<file path="src/rtl/branch_resolve.sv">
module branch_resolve #(
  parameter int PC_W   = 16,
  parameter int DISP_W = 8,
  parameter int DATA_W = 8
) (
  input  logic              clk,
  input  logic              rst_n,
  input  logic              req_vld,
  input  logic [PC_W-1:0]   req_pc,
  input  logic [DISP_W-1:0] req_disp,
  input  logic [4:0]        req_cond,
  input  logic [1:0]        req_len,
  input  logic              flag_n,
  input  logic              flag_z,
  input  logic              flag_v,
  input  logic              flag_c,
  input  logic [DATA_W-1:0] req_mem,
  input  logic [DATA_W-1:0] req_mask,
  output logic              rsp_vld,
  output logic              rsp_taken,
  output logic [PC_W-1:0]   rsp_pc
);

  localparam int LEN_BASE = 2;
  localparam logic [4:0] COND_NEVER = 5'd1;
  localparam logic [4:0] COND_BSET  = 5'd16;
  localparam logic [4:0] COND_BCLR  = 5'd17;

  // Even code of each pair is the positive sense; odd code inverts it.
  logic [7:0]        pair_true;
  logic              flag_hit;
  logic              bit_hit;
  logic              hit;
  logic [DATA_W-1:0] masked;
  logic [PC_W-1:0]   seq_pc;
  logic [PC_W-1:0]   disp_ext;
  logic [PC_W-1:0]   tgt_pc;

  logic nv;
  assign nv = flag_n ^ flag_v;

  assign pair_true = {~(flag_z | nv), ~nv, ~flag_n, ~flag_v,
                      ~flag_z, ~flag_c, ~(flag_c | flag_z), 1'b1};
  assign flag_hit  = pair_true[req_cond[3:1]] ^ req_cond[0];

  assign masked = req_mem & req_mask;
  always_comb begin
    case (req_cond)
      COND_BSET: bit_hit = (masked == req_mask);
      COND_BCLR: bit_hit = (masked == '0);
      default:   bit_hit = 1'b0;
    endcase
  end

  assign hit = req_cond[4] ? bit_hit : flag_hit;

  assign seq_pc   = req_pc + PC_W'(LEN_BASE) + PC_W'(req_len);
  assign disp_ext = {{(PC_W-DISP_W){req_disp[DISP_W-1]}}, req_disp};
  assign tgt_pc   = seq_pc + disp_ext;

  always_ff @(posedge clk) begin
    if (!rst_n) begin
      rsp_vld   <= 1'b0;
      rsp_taken <= 1'b0;
      rsp_pc    <= '0;
    end else begin
      rsp_vld <= req_vld;
      if (req_vld) begin
        rsp_taken <= hit;
        rsp_pc    <= hit ? tgt_pc : seq_pc;
      end
    end
  end


  resp_follows_req_chk: assert property (@(posedge clk) disable iff (!rst_n)
    req_vld |=> rsp_vld);


  idle_hold_chk: assert property (@(posedge clk) disable iff (!rst_n)
    !req_vld |=> (!rsp_vld && $stable(rsp_pc) && $stable(rsp_taken)));


  fallthrough_chk: assert property (@(posedge clk) disable iff (!rst_n)
    (req_vld && req_cond == COND_NEVER) |=>
      (rsp_pc == $past(req_pc) + PC_W'(LEN_BASE) + PC_W'($past(req_len))));


  never_taken_chk: assert property (@(posedge clk) disable iff (!rst_n)
    (req_vld && req_cond == COND_NEVER) |=> !rsp_taken);


  empty_mask_chk: assert property (@(posedge clk) disable iff (!rst_n)
    (req_vld && req_cond == COND_BSET && req_mask == '0) |=> rsp_taken);


  reserved_code_chk: assert property (@(posedge clk) disable iff (!rst_n)
    (req_vld && req_cond > COND_BCLR) |=> !rsp_taken);

endmodule

</file>
<file path="config.mk">
export PLATFORM = sky130hd
export DESIGN_NAME = branch_resolve
export DESIGN_NICKNAME = d
export VERILOG_FILES = /design/src/rtl/branch_resolve.sv
export SDC_FILE = /design/constraint.sdc
export NUM_CORES = 1
export LEC_CHECK = 0
export ABC_CLOCK_PERIOD_IN_PS = 3800
export BUFFER_PORTS_ARGS = -buffer_cell sky130_fd_sc_hd__buf_2
export CAP_MARGIN = 20
export CORE_ASPECT_RATIO = 0.75
export CORE_MARGIN = 2
export CORE_UTILIZATION = 40
export CTS_CLUSTER_DIAMETER = 150
export DETAILED_ROUTE_END_ITERATION = 8
export PLACE_DENSITY = 0.66
export SLEW_MARGIN = 20
export SYNTH_ARGS = -nofsm -noshare
export SYNTH_HDL_FRONTEND = slang
export SYNTH_SLANG_ARGS = --single-unit
export TNS_END_PERCENT = 20
</file>
<file path="constraint.sdc">
create_clock -name clk -period 3.8 [get_ports clk]
set_input_delay 0 -clock clk [delete_from_list [all_inputs] [get_ports clk]]
set_output_delay 0 -clock clk [all_outputs]
set_load 0.05 [all_outputs]
</file>
# Word level (Yosys, flattened, before mapping)
# Index checks and enable logic that the tools add are counted.
[totals]
word_cells = 28
inputBits = 54
reg_bits = 18
output_inout_bits = 18
[op_classes]
mux = 5
n_bitwise = 12
add_sub_neg = 3
reduce_logical = 1
n_lt_le_gt_ge = 1
eq_ne = 3
[op_table]
columns = ["op", "count"]
rows = [
  ["$add 16x16->16", 1],
  ["$add 16x2->16", 1],
  ["$add 16x2->16 const B", 1],
  ["$mux 16", 1],
  ["$eq 5x5->1 const B", 2],
  ["$and 8x8->8", 1],
  ["$eq 8x8->1", 1],
  ["$logic_not 8->1", 1],
  ["$not 1->1", 7],
  ["$lt 3x4->1 const B", 1],
  ["$bmux 1 s3", 1],
  ["$mux 1", 2],
  ["$or 1x1->1", 2],
  ["$pmux 1 s2", 1],
  ["$xor 1x1->1", 2],
]

# Depth between registers and ports, before layout
[depth]
ltp_word = 8
mapped_depth = 18
ltp_nobuf = 18

# Least setup slack after synthesis
# Ideal clock, no wire load.
[synth_timing]
path_kind = "input to register"
start = "input req_pc[1]"
end = "register rsp_pc[15]"
slack_ns = 0.771
stages = 18
path_buffers = 1
setup_time_ns = 0.128
t_arrival_ns = 2.902
path_cell_list = "inv_1 -> ha_1 -> inv_1 -> ha_1 -> inv_1 -> fa_1 -> nor4b_1 -> nand2_1 -> xnor2_1 -> ha_1 -> clkbuf_1 -> a211oi_1 -> o21bai_1 -> nor4_1 -> nor2_1 -> xor2_1 -> nand4_1 -> o211ai_1"
[synth_via]
elab_chain_len = 4
[synth_lines]
columns = ["item", "line", "source"]
rows = [
  ["start: declaration", "9", "input logic [PC_W-1:0] req_pc,"],
  ["$add 16x2->16 (*) (2 in a row)", "57", "assign seq_pc = req_pc + PC_W'(LEN_BASE) + PC_W'(req_len);"],
  ["$add 16x16->16", "59", "assign tgt_pc = seq_pc + disp_ext;"],
  ["$mux 16 (*)", "70", "rsp_pc <= hit ? tgt_pc : seq_pc;"],
  ["end signal: assignment", "70", ""],
  ["end: declaration", "21", "output logic [PC_W-1:0] rsp_pc"],
]
# Mark *: on every way between the ends. The rest lies on a longest branch, timed or not.
# A chain may end at the register's enable or synchronous reset.

# Worst setup path in the final report
[layout_timing]
start = "input req_pc[1]"
end = "register rsp_pc[11]"
# The elaborated chain is that of the path after synthesis.

==> results.cfg <==
[die]
num_rows = 22
die_h_um = 65
chipWidth_um = 85.3
ios = 72
core_area_sq_mm = 0.00484
start_util_pct = 41.0
die-area_sq_mm = 0.00555

[global_route]
grt_max_degree = 31
track_usage_pct = 17.6
antenna_found_initial = 0
grt_pass1_wl_mm = 8.13
met2_usage_pct = 26.1
gr-total-overflow = 0
grt.busiest_layer = met1
met1_usage_pct = 28.5
grt_pass1_vias = 1792
use_met3_pct = 0.637

[placement]
gp_congestion = 0.841
dp_hpwl_mm = 4.02
port_buffers = 71

[cts]
cts.path.max_buffers = 2
cts_setup_buffers = 0
cts_buffers = 3
clk_latency_ns = 0.25
root_buffer = clkbuf_8
clock_sinks = 18
cts_tree = built
clkTransAtPathRegs_ns = 0.07
cts.hold.buffers_added = 0
htreeDepth = 1
cts_resized = 0

[timing]
fin_setup_tns_ns = 0
worst_pin_slew_ns = 1.02
min_period_ns = 3.29
maxSlewViolCount = 0
fmax_mhz = 304
relSlewSlack_pct = 31.9
rsz0062_at_grt = false
skew_ns = 0
finalHoldViolCount = 0
fin_crit_sh_pct = 86.6
setup_viol = 0

[pwr]
leakagePower_nw = 1.15
peakVddDrop_uv = 190
power_mw = 0.762
powerDensity_mw_per_mm2 = 311

[worst_setup_path]
worst-r2r-setup-slack_ns = 3.08
cp.arrival_ns = 3.41
critPathMaxFanout = 5
cp.required_ns = 3.92
worstSetupPathType = input port to register
critical_path.startpoint_type = input port
end_kind = register

[drt]
post_drt_wl_per_cell_um = 12.6
drtPass1Iterations = 4
wl_mm = 4.81
vias_per_cell = 5.22
vias = 2001
drt_iter0_markers = 99
final_antenna_net_count = 0
drcViolationCount = 0

[logic_synthesis]
synth-edff-count = 0
syn_nets = 329
avgSynthCellArea_sq_um = 7.84
netlist_area_sq_mm = 0.00198
synth_largest_area_cell = dfxtp_1
synth_cell_types = 42
ys_warn_count = 0
yosysSeqAreaShare_pct = 18.2
synthFlopType = dfxtp_1
synthTopCellsByArea = dfxtp_1 18%, ha_1 13%, mux2i_1 7.6%
ys_seq_elements = 18
synth_async_sr_flop_share_pct = 0
yosysTopAreaCellShare_pct = 18.2
synthCells = 253

[final_layout]
layout_common_cells = 71 x buf_2, 23 x a21oi_1, 23 x o21ai_0
diodes = 0
final_common_cell = buf_2
drive_above_1_share_pct = 24.5
final_nets = 400
synthToLayoutAreaGrowth_pct = 23.3

[run_status]
status = finished, final reports clean

[run]
drv_cap = 0

[worst_hold_path]
hold_path.class = input port to register
-- per-layer routing --
layer | wire length, um | vias up
met5 | 0 | -
met2 | 1800 | 63
li1 | - | 1072
met1 | 2640 | 866
met3 | 366 | 0
met4 | 0 | 0
-- metrics by stage --
step           hold slack (ns)  instance area, sq um  utilization, %  cells  setup WS (ns)
2_1_floorplan            0.138                  1980               -    253          0.771
3_3_place_gp             0.396                  2390            49.4    379          0.333
3_5_place_dp             0.393                  2390            49.4    379          0.319
4_1_cts                  0.134                  2450            50.5    383          0.549
5_1_grt                  0.170                  2450            50.5    383          0.156
6_report                 0.133                  2450            50.5    383          0.509
-- cells in the mapped netlist (2+ instances only) --
| master | n |
|---|---|
| nand2_1 | 18 |
| o211ai_1 | 3 |
| nand3b_1 | 5 |
| nor2b_1 | 2 |
| nor4_1 | 2 |
| nor2_1 | 16 |
| a22oi_1 | 2 |
| a211oi_1 | 5 |
| nand4_1 | 9 |
| mux2i_1 | 15 |
| o21ai_0 | 23 |
| a21o_1 | 4 |
| fa_1 | 2 |
| clkbuf_1 | 5 |
| nand3_1 | 3 |
| xor2_1 | 12 |
| ha_1 | 20 |
| o22ai_1 | 4 |
| nor4b_1 | 3 |
| a31oi_1 | 3 |
| nor3b_1 | 2 |
| and3_1 | 3 |
| a21oi_1 | 23 |
| dfxtp_1 | 18 |
| a221oi_1 | 2 |
| xnor2_1 | 16 |
| inv_1 | 18 |
-- power by group --
part	total [mW]	internal (mW)	switching, mW	leakage [nW]
Clock	0.151	0.0918	0.0595	0.0288
Sequential	0.216	0.207	0.00827	0.149
Combinational	0.395	0.153	0.242	0.973
-- worst paths after layout --
path / from / to / cells past startpoint
hold / removal: rst_n / rsp_pc[1] / 3
hold reg to reg: rsp_taken / rsp_taken / 2
setup reg to reg: rsp_pc[15] / rsp_pc[15] / 3
setup / recovery: req_pc[1] / rsp_pc[11] / 19
-- final cells by class --
class                      count  area, sq um
clock buffer                   4         55.1
fill                         488         2400
inverter                      18         67.6
multi-input combinational    210         1520
sequential                    18          360
tap                           60         75.1
timing repair buffer          73          370
-- worst max-delay path, cell delays in order --
cell,delay (ns)
buf_2,0.07
inv_1,0.03
ha_1,0.27
inv_1,0.06
ha_1,0.17
inv_1,0.06
fa_1,0.43
nor2_1,0.18
and2_1,0.16
nand2_1,0.07
xnor2_1,0.25
ha_1,0.35
nand4_1,0.15
o22ai_1,0.10
nor3b_1,0.40
o21ai_0,0.19
xor2_1,0.17
mux2i_1,0.21
a21oi_1,0.10
-- state kept, by name, indices dropped and copies added (netlist names) --
name	cells
rsp_taken	1
rsp_pc	16
rsp_vld	1
-- cells by family (layout without fill, tap and decap cells) --
| logic type | after synthesis | count (layout) | synth area share [%] |
|---|---|---|---|
| buffers and inverters | 25 | 95 | 5.30 |
| adders and majority gates | 22 | 22 | 14.6 |
| and+or+nand+nor | 66 | 66 | 17.1 |
| muxes | 16 | 16 | 8.13 |
| xor gates and xnor gates | 28 | 28 | 12.4 |
| AOI/OAI and AO/OA | 78 | 78 | 24.3 |
| DFF | 18 | 18 | 18.2 |
Note: power is estimated with default switching activity, not from simulation.
